===== src/rtl/disp_irq_pkg.sv =====
package disp_irq_pkg;

  localparam int LOW_W = 16;

  function automatic logic [15:0] en_offset(input int variant);
    return (variant == 1) ? 16'h2000 : 16'h204C;
  endfunction

  function automatic int en_bit(input int variant);
    return (variant == 1) ? 5 : 0;
  endfunction

  function automatic logic [15:0] clr_offset(input int variant);
    return (variant == 1) ? 16'h2008 : 16'h2054;
  endfunction

  function automatic logic [15:0] stat_offset(input int variant);
    return (variant == 1) ? 16'h4000 : 16'h2044;
  endfunction

  function automatic logic [7:0] stat_code(input int variant);
    return (variant == 1) ? 8'h80 : 8'h04;
  endfunction

endpackage


===== src/rtl/dirq_decode.sv =====
module dirq_decode #(
  parameter int ADDR_W  = 32,
  parameter int DATA_W  = 32,
  parameter int VARIANT = 0
) (
  input  logic [ADDR_W-1:0] addr,
  input  logic              wr,
  input  logic [DATA_W-1:0] wdata,
  output logic              en_load,
  output logic              en_value,
  output logic              clr_hit,
  output logic              stat_sel
);
  import disp_irq_pkg::*;

  localparam logic [15:0] EN_OFF  = en_offset(VARIANT);
  localparam int          EN_BIT  = en_bit(VARIANT);
  localparam logic [15:0] CLR_OFF = clr_offset(VARIANT);
  localparam logic [15:0] ST_OFF  = stat_offset(VARIANT);

  logic [LOW_W-1:0] a16;
  logic             wdata_unused;

  assign a16          = addr[LOW_W-1:0];
  assign wdata_unused = ^wdata;
  assign en_load      = wr && (a16 == EN_OFF);
  assign en_value     = wdata[EN_BIT];
  assign clr_hit      = wr && (a16 == CLR_OFF);

  generate
    if (VARIANT == 1) begin : g_probe_bit
      assign stat_sel = a16[14];
    end else begin : g_probe_exact
      assign stat_sel = (a16 == ST_OFF);
    end
  endgenerate
endmodule


===== src/rtl/dirq_pending.sv =====
module dirq_pending (
  input  logic clk,
  input  logic rst_n,
  input  logic set_ev,
  input  logic clr,
  output logic pend
);
  always_ff @(posedge clk) begin
    if (!rst_n)      pend <= 1'b0;
    else if (set_ev) pend <= 1'b1;   // event outranks a same-cycle clear
    else if (clr)    pend <= 1'b0;
  end
endmodule


===== src/rtl/dirq_enable.sv =====
module dirq_enable (
  input  logic clk,
  input  logic rst_n,
  input  logic ld,
  input  logic d,
  output logic q
);
  always_ff @(posedge clk) begin
    if (!rst_n)  q <= 1'b0;
    else if (ld) q <= d;
  end
endmodule


===== src/rtl/disp_irq_glue.sv =====
module disp_irq_glue #(
  parameter int ADDR_W  = 32,
  parameter int DATA_W  = 32,
  parameter int VARIANT = 0
) (
  input  logic              clk,
  input  logic              rst_n,
  input  logic [ADDR_W-1:0] reg_addr,
  input  logic              reg_wr,
  input  logic [DATA_W-1:0] reg_wdata,
  output logic [DATA_W-1:0] reg_rdata,
  input  logic              vblank_pulse,
  input  logic              vid_irq_en,
  output logic              host_irq
);
  import disp_irq_pkg::*;

  localparam logic [DATA_W-1:0] ST_VAL = DATA_W'(stat_code(VARIANT));

  logic en_load, en_value, clr_hit, stat_sel;
  logic pend_q, ben_q;

  dirq_decode #(.ADDR_W(ADDR_W), .DATA_W(DATA_W), .VARIANT(VARIANT)) u_dec (
    .addr(reg_addr), .wr(reg_wr), .wdata(reg_wdata),
    .en_load(en_load), .en_value(en_value), .clr_hit(clr_hit), .stat_sel(stat_sel)
  );

  dirq_pending u_pend (
    .clk(clk), .rst_n(rst_n),
    .set_ev(vblank_pulse && vid_irq_en), .clr(clr_hit), .pend(pend_q)
  );

  dirq_enable u_ben (
    .clk(clk), .rst_n(rst_n), .ld(en_load), .d(en_value), .q(ben_q)
  );

  assign host_irq  = ben_q && pend_q;
  assign reg_rdata = (stat_sel && pend_q) ? ST_VAL : '0;
endmodule


===== config.mk =====
export PLATFORM = sky130hd
export DESIGN_NAME = disp_irq_glue
export DESIGN_NICKNAME = d
export VERILOG_FILES = /design/src/rtl/disp_irq_pkg.sv /design/src/rtl/dirq_decode.sv /design/src/rtl/dirq_pending.sv /design/src/rtl/dirq_enable.sv /design/src/rtl/disp_irq_glue.sv
export SDC_FILE = /design/constraint.sdc
export NUM_CORES = 1
export LEC_CHECK = 0
export BUFFER_PORTS_ARGS = -buffer_cell sky130_fd_sc_hd__clkbuf_2
export CAP_MARGIN = 20
export CORE_ASPECT_RATIO = 1.25
export CORE_MARGIN = 2
export CORE_UTILIZATION = 24
export DETAILED_ROUTE_END_ITERATION = 10
export PLACE_DENSITY = 0.84
export REMOVE_ABC_BUFFERS = 1
export SLEW_MARGIN = 10
export SYNTH_ARGS = -nofsm -noshare
export SYNTH_HDL_FRONTEND = slang
export SYNTH_HIERARCHICAL = 1
export SYNTH_SLANG_ARGS = --single-unit
export TNS_END_PERCENT = 20

===== constraint.sdc =====
create_clock -name clk -period 2.73 [get_ports clk]
set_input_delay 0.1365 -clock clk [delete_from_list [all_inputs] [get_ports clk]]
set_output_delay 0.1365 -clock clk [all_outputs]
set_load 0.005 [all_outputs]

# Yosys cells after proc, flatten, opt, wreduce, memory -nomap -nowiden

Cells that the tools add are included.

$add $sub $neg: 0
$mul: 0
Div/mod/pow operators: 0
Order comparisons: 0
Eq/ne operators: 3
Shifts and indexed selects: 0
Muxes and demuxes: 3
Bitwise gates (word level): 0
Reductions and logical operators: 6

Operator list:

| kind                                            | number |
|---|---|
| == test 16 x 14 -> 1 bit, second input constant | 3 |
| logical AND 1 bit                               | 5 |
| 2-to-1 mux 3 bit                                | 1 |
| 2-to-1 mux 1 bit                                | 2 |
| nonzero test 2 bit                              | 1 |

Register bits: 2
Bits in latches: 0
RAM bits: 0
Memory bits (read-only): 0
Input bits: 69
Output and inout port bits: 33
Word-level logic and storage cells: 14
Memories: 0

# Longest topological paths before layout

Gate-level depths: netlist of run 1.

Depth in word-level cells: 4
Mapped depth: 5
Depth with buffers taken out: 5

# Modules after synthesis

The synthesis of run 1 kept the hierarchy.

By module, submodules not included:

| module        | times used | cells each | area each (µm²) | sequential area each (µm²) |
|---|---|---|---|---|
| disp_irq_glue | 1          | 35         | 255.2           | 0.0 |
| dirq_decode   | 1          | 13         | 107.6           | 0.0 |
| dirq_pending  | 1          | 3          | 41.3            | 20.0 |
| dirq_enable   | 1          | 3          | 36.3            | 20.0 |

# Worst setup path after synthesis of run 1

No wires, ideal clock.

Path type: input -> register
Start: input port reg_addr[9]
End: register u_pend.pend
Setup time: 0.115 ns
Arrival: 1.054 ns
Data required time: 2.615 ns
Slack: 1.561 ns
Stages: 5
Buffers on the path: 0
Path through: nor4_2 -> nand2_1 -> nor4_2 -> nor2b_4 -> o21a_1

Cells in the longest elaborated chain, start to end: 3

RTL lines:

| item                         | RTL line            | RTL |
|---|---|---|
| start: declaration           | disp_irq_glue.sv:8  | `input logic [ADDR_W-1:0] reg_addr,` |
| == test 16 x 14 -> 1 bit     | dirq_decode.sv:28   | `assign clr_hit = wr && (a16 == CLR_OFF);` |
| logical AND 1 bit            | dirq_decode.sv:28   |  |
| named net clr_hit            | disp_irq_glue.sv:20 | `logic en_load, en_value, clr_hit, stat_sel;` |
| nonzero test 2 bit (no line) | n/a                 |  |
| end signal: assignment       | dirq_pending.sv:9   | `if (!rst_n) pend <= 1'b0;` |
| end signal: assignment       | dirq_pending.sv:10  | `else if (set_ev) pend <= 1'b1;` |
| end signal: assignment       | dirq_pending.sv:11  | `else if (clr) pend <= 1'b0;` |
| end: declaration             | dirq_pending.sv:6   | `output logic pend` |

The timed path passes the listed nets, and every way through them passes these cells.
A chain may end at the register's enable or synchronous reset.

# Worst setup path after layout of run 1

Start: input port reg_addr[9]
End: output port reg_rdata[2]

Cells in the longest elaborated chain, start to end: 3

RTL lines:

| item                     | RTL line            | RTL |
|---|---|---|
| == test 16 x 14 -> 1 bit | dirq_decode.sv:34   | `assign stat_sel = (a16 == ST_OFF);` |
| named net stat_sel       | disp_irq_glue.sv:20 |  |
| logical AND 1 bit        | disp_irq_glue.sv:38 | `assign reg_rdata = (stat_sel && pend_q) ? ST_VAL : '0;` |
| 2-to-1 mux 3 bit         | disp_irq_glue.sv:38 |  |
| end: declaration         | disp_irq_glue.sv:11 | `output logic [DATA_W-1:0] reg_rdata,` |

The timed path passes the listed nets, and every way through them passes these cells.

==> results of run 1 <==
-- where the power goes --
| part | internal, uW | leakage [uW] | switching, uW |
|---|---|---|---|
| combinational | 16.0 | 0.000240 | 19.7 |
| clock | 48.6 | 0.0000138 | 18.2 |
| sequential | 30.5 | 0.0000163 | 0.517 |
| total | 95.1 | 0.000270 | 38.4 |
-- state kept, by name, indices dropped and copies added (netlist names) --
signal,flops
u_ben/q,1
u_pend/pend,1
-- layer usage --
metal / share of wire (%) / routed length [um] / track usage, %
met1: 30 / 233 / 6.08
met2: 48 / 372 / 13.1
met3: 22 / 170 / 4.17
met4: 0 / 0 / 7.81
met5: 0 / 0 / 0
-- metrics by stage --
| stage | std cells | util (%) |
|---|---|---|
| 2_1_floorplan | 52 | - |
| 3_3_place_gp | 94 | 25.9 |
| 3_5_place_dp | 94 | 25.9 |
| 4_1_cts | 97 | 27.2 |
| 5_1_grt | 97 | 27.2 |
| 6_report | 97 | 27.2 |
-- cell usage in the layout (no fill, tap or decap), types with 2 or more instances in the layout --
cell type  count
and2_1         3
clkbuf_2      23
clkbuf_4       3
conb_1        31
dfxtp_1        2
nand2_1        3
nor2_1         2
nor4_2         3
-- worst max-delay path, stage by stage --
cell	delay, ns
clkbuf_2	0.09
nor4_2	0.33
nand4_1	0.17
nor2_1	0.13
and2_1	0.14
clkbuf_2	0.11
-- final timing paths --
kind | from | end | slack (ns) | cells past startpoint
min reg2reg | u_ben/q | u_ben/q | 0.53 | 2
min | rst_n | u_pend/pend | 0.13 | 2
max | reg_addr[9] | reg_rdata[2] | 1.50 | 6
max reg2reg | u_pend/pend | u_pend/pend | 2.04 | 2
-- layout make-up --
class                           instances  area [um2]  area share, %
Clock buffer                            3        22.5           4.75
Multi-Input combinational cell         50         273           57.5
Sequential cell                         2        40.0           8.44
Tap cell                               19        23.8           5.01
Timing Repair Buffer                   23         115           24.3
-- cell families (layout without fill, tap and decap cells) --
| logic type | Yosys count | count (layout) | synth area share [%] |
|---|---|---|---|
| buffers and inverters | 32 | 26 | 54.5 |
| AND/OR/NAND/NOR | 17 | 17 | 31.5 |
| flip-flops | 2 | 2 | 9.09 |
| other | 1 | 31 | 0.851 |
| AO/OA/AOI/OAI | 1 | 1 | 1.71 |
| multiplexers | 1 | 1 | 2.27 |
==> key figures, run 1 <==
STA
  • Unrepaired setup endpoints after global routing: false
  • Setup Skew: 0 ns
  • Tmin final: between 1 and 1.5 ns
  • Slew Viols, Final: 0
  • Final clock period utilization by the worst path: between 40% and 50%
  • Final hold slack: 0.133 ns
  • Final setup vio count: 0
  • Setup TNS Final: 0 ns
  • Max Fclk: 0.815 GHz
  • Final setup margin: between 1.5 and 2 ns
  • Final hold violation count: 0

Floorplanning
  • Die height: 51.9 um
  • CORE AREA: about 1700 um2
  • Die width: 42.3 um
  • # rows: 17
  • Initial Utilization: 25.3%
  • # IOs: around 100
  • Die area: around 2200 um2

Setup path
  • Critical path data required time: between 2 and 3 ns
  • Crit path capture type: output port
  • CP Max Fanout: 2
  • CP arrival: around 1.1 ns
  • WS Path Type: input pin to output port
  • Setup crit start kind: input pin

GRT
  • Pin count of the biggest net entering global routing: 4
  • GRT Total Usage: 7.74%
  • First-pass GRT wire length: roughly 1.2 mm
  • Vias in the first global route: around 320
  • Initial antenna violation count: 0
  • Overflow after GRT: 0

Final layout
  • Inserted Diodes: 0
  • Syn-to-layout area delta: 7.67%
  • Nets: ~150
  • Fillers: just under 200
  • Layout cells sized above 1: 39.7%
  • Fin area: around 470 um2

Detailed routing
  • Initial DRC Count: 0
  • WL final: 775 um
  • Pre-Repair DR Iteration Count: 1
  • DRC: 0
  • Vias per cell: approximately 3.5
  • Wire per inst: about 8 um
  • Post-route ant nets: 0
  • Via count: between 300 and 400

Placement
  • Placed inst area: 452 um2
  • Pre-CTS WS: roughly 1.3 ns
  • Routability congestion estimate: roughly 0.66
  • Port bufs: 23
  • DP HPWL: a little over 700 um

CTS
  • Clock latency on the worst-skew pair: around 0.22 ns
  • # resized after CTS: 0
  • CTS sink cnt: 2
  • Post-CTS Hold Fix Bufs: 0
  • Clk slew on worst S/H paths: 0.03 ns
  • # H-tree levels: 1
  • Max Root-Sink Buffers: 2
  • Root Driver: clkbuf_4
  • CTS tree: yes
  • Total CTS buffers: 3
  • Post-CTS Setup Bufs: 0

Logic synthesis
  • Synth Flop Type: dfxtp_1
  • Top-count cell post-synth: buf_4
  • Post-synth top area cell: buf_4
  • Post-synth EDFFs: 0
  • Synth area leaders: buf_4, dfxtp_1, nor4_2
  • Post-synth cell types: 15
  • Synth cell count leaders: buf_4, and2_1, nand2_1, nor4_2
  • Yosys Warn Count: 6
  • Post-synthesis cell area: 440 um2
  • Syn Inst Count: between 50 and 60
  • Flops & latches, synth: 2
  • Ys async rst share: 0%
  • Post-synth top area share: 54.5%
  • Seq/Total Area, Yosys: under 10%
  • Syn avg cell area: ~8.2 um2

Status
  • Status: completed

Power
  • Peak supply drop: 0.137 mV
  • P_leak: approximately 0.00027 uW
  • Pwr dens: ~280 nW/um2
  • Post-route total power: roughly 130 uW

Worst hold path
  • Hold Path Class: input pin to flop

Run
  • Maxcap violations: 0
Note: power is estimated with default switching activity, not from simulation.
==> run 2, diff against run 1 <==
Settings changed: CORE_UTILIZATION 24 to 20, PLACE_DENSITY 0.84 to 0.74.
Clock period 2.73 ns to 1.1 ns, I/O delays scaled along.
==> run 2 against run 1 <==
Combinational power rose to 2.8 times the previous value. Utilization down 3.1 points. Cell count up 4.1%. Worst hold slack worse by 0.075 ns. Die area up 18%. Sequential power rose to 2.5 times the previous value. Critical path type unchanged.
==> key figures, run 2 (synthesized netlist as in run 1, its figures left out) <==
STA
  • Slew Viols, Final: 0
  • Setup Skew: 0 ns
  • Tmin final: around 1.1 ns
  • Max Fclk: 0.949 GHz
  • Final setup margin: about 0.046 ns
  • Final hold violation count: 0
  • Final setup vio count: 0
  • Final clock period utilization by the worst path: a little over nine tenths
  • Unrepaired setup endpoints after global routing: true

CTS
  • Post-CTS Setup Bufs: 0
  • Clk slew on worst S/H paths: ~0.030 ns
  • CTS sink cnt: 2
  • Clock latency on the worst-skew pair: between 0.2 and 0.25 ns
  • CTS tree: yes
  • Total CTS buffers: 3
  • Root Driver: clkbuf_4
  • # H-tree levels: 1
  • Max Root-Sink Buffers: 2

Setup path
  • Worst r2r src: u_pend/pend
  • CP arrival: 1.00 ns
  • Reg2Reg Depth: 2
  • Crit path capture type: output port
  • Setup crit start kind: input pin
  • RR Endpoint: u_pend/pend
  • Worst reg-to-reg setup slack: about 0.40 ns
  • WS Path Type: input pin to output port
  • CP Max Fanout: 2
  • Worst setup startpoint: reg_addr[9]
  • Critical path data required time: 1.04 ns

Final layout
  • Layout cells sized above 1: roughly two fifths
  • Most frequent cells in the layout: conb_1, clkbuf_2, and2_1, clkbuf_4, nand2_1
  • Largest regs: u_ben/q: 1 flops, u_pend/pend: 1 flops
  • Inserted Diodes: 0
  • Most common cell after layout, fill and taps aside: conb_1
  • Nets: between 150 and 200
  • Syn-to-layout area delta: 17.0%

GRT
  • Overflow after GRT: 0
  • First-pass GRT wire length: ~1.0 mm
  • Initial antenna violation count: 0
  • Vias in the first global route: ~280
  • GRT Total Usage: approximately 5.8%
  • Pin count of the biggest net entering global routing: 4

Worst hold path
  • Hold Path Class: input pin to flop
  • Hold Crit Depth: 2
  • Min-delay src: rst_n
  • Hold EP: u_pend/pend

Detailed routing
  • Post-route ant nets: 0
  • Vias per cell: between 3 and 4
  • Initial DRC Count: 1
  • Wire per inst: approximately 7.9 um
  • WL final: between 800 and 900 um
  • Pre-Repair DR Iteration Count: 2
  • Via count: around 350
  • DRC: 0

Floorplanning
  • Die area: ~2600 um2
  • # IOs: slightly above 100
  • Die width: 46.0 um
  • Die height: between 50 and 60 um
  • # rows: 19
  • CORE AREA: about 2100 um2
  • Initial Utilization: about a fifth

Placement
  • Port bufs: 23
  • Routability congestion estimate: ~0.61
  • Pre-CTS WS: -0.182 ns

Power
  • Peak supply drop: 0.250 mV
  • P_leak: between 0.0002 and 0.0003 uW
  • Post-route total power: roughly 340 uW
  • Pwr dens: around 650 nW/um2
  • Switching share of power: between 20% and 30%
  • Sw power: a little under 100 uW
  • Internal Power: roughly 240 uW
  • Comb pwr share: just under 30%
  • Clock share of power: between 40 and 50%
  • Reg power frac: 22.9%

Run
  • Maxcap violations: 0

Status
  • Status: completed
[run 2: final cells by class]
| type | instances | area [um2] |
|---|---|---|
| Clock buffer | 3 | 22.5 |
| Fill cell | 253 | 1620 |
| Multi-Input combinational cell | 50 | 290 |
| Sequential cell | 2 | 40.0 |
| Timing Repair Buffer | 25 | 136 |
| Tap cell | 21 | 26.3 |
[run 2: worst max path at each step]
| stage | endpoint | slack, ns | cells after the start |
|---|---|---|---|
| global route | reg_rdata[2] | -0.06 | 7 |
| detailed placement | u_ben/q | -0.18 | 7 |
| global placement | u_ben/q | -0.18 | 7 |
| floorplan | u_pend/pend | 0.01 | 5 |
| CTS | reg_rdata[2] | 0.01 | 7 |
| finish | reg_rdata[2] | 0.05 | 7 |
[run 2: power by group through the flow]
stage / registers [uW] / logic [uW] / clock network, uW
finish: 77.5 / 99.7 / 160
global route: 77.8 / 114 / 172
CTS: 77.6 / 96.4 / 173
detailed placement: 78.3 / 90.3 / 0
global placement: 78.2 / 88.9 / 0
floorplan: 77.6 / 40.3 / 0
[run 2: per-stage QoR]
stage / hold slack (ns) / std cells / utilization [%] / TNS (ns) / cell area, um2
final: 0.0584 / 101 / 24.1 / 0 / 515
after global routing: 0.0890 / 101 / 24.1 / -0.0913 / 515
after CTS: 0.0536 / 101 / 23.8 / 0 / 509
after detailed placement: 0.292 / 99 / 22.3 / -0.378 / 477
after global placement: 0.289 / 99 / 22.3 / -0.371 / 477
after floorplan: 0.172 / 52 / - / 0 / 313
[run 2: worst max-delay path: stages]
cell	delay (ns)
buf_6	0.09
nor4_4	0.27
buf_4	0.14
nand4_1	0.11
nor2_1	0.10
and2_1	0.12
buf_2	0.11
[run 2: repair_timing]
action,CTS,global route
resized for setup,2,2
gates cloned,0,0
setup endpoints to repair,1,2
hold endpoints to repair,0,0
pin swaps,0,1
hold buffers,0,0
[run 2: per-layer routing]
layer / GRT usage, % / vias to the layer above / share of wire, %
li1: - / 166 / -
met1: 6.61 / 139 / 35
met2: 7.94 / 39 / 44
met3: 3.54 / 2 / 20
met4: 3.67 / 0 / 0.75
met5: 0 / - / 0
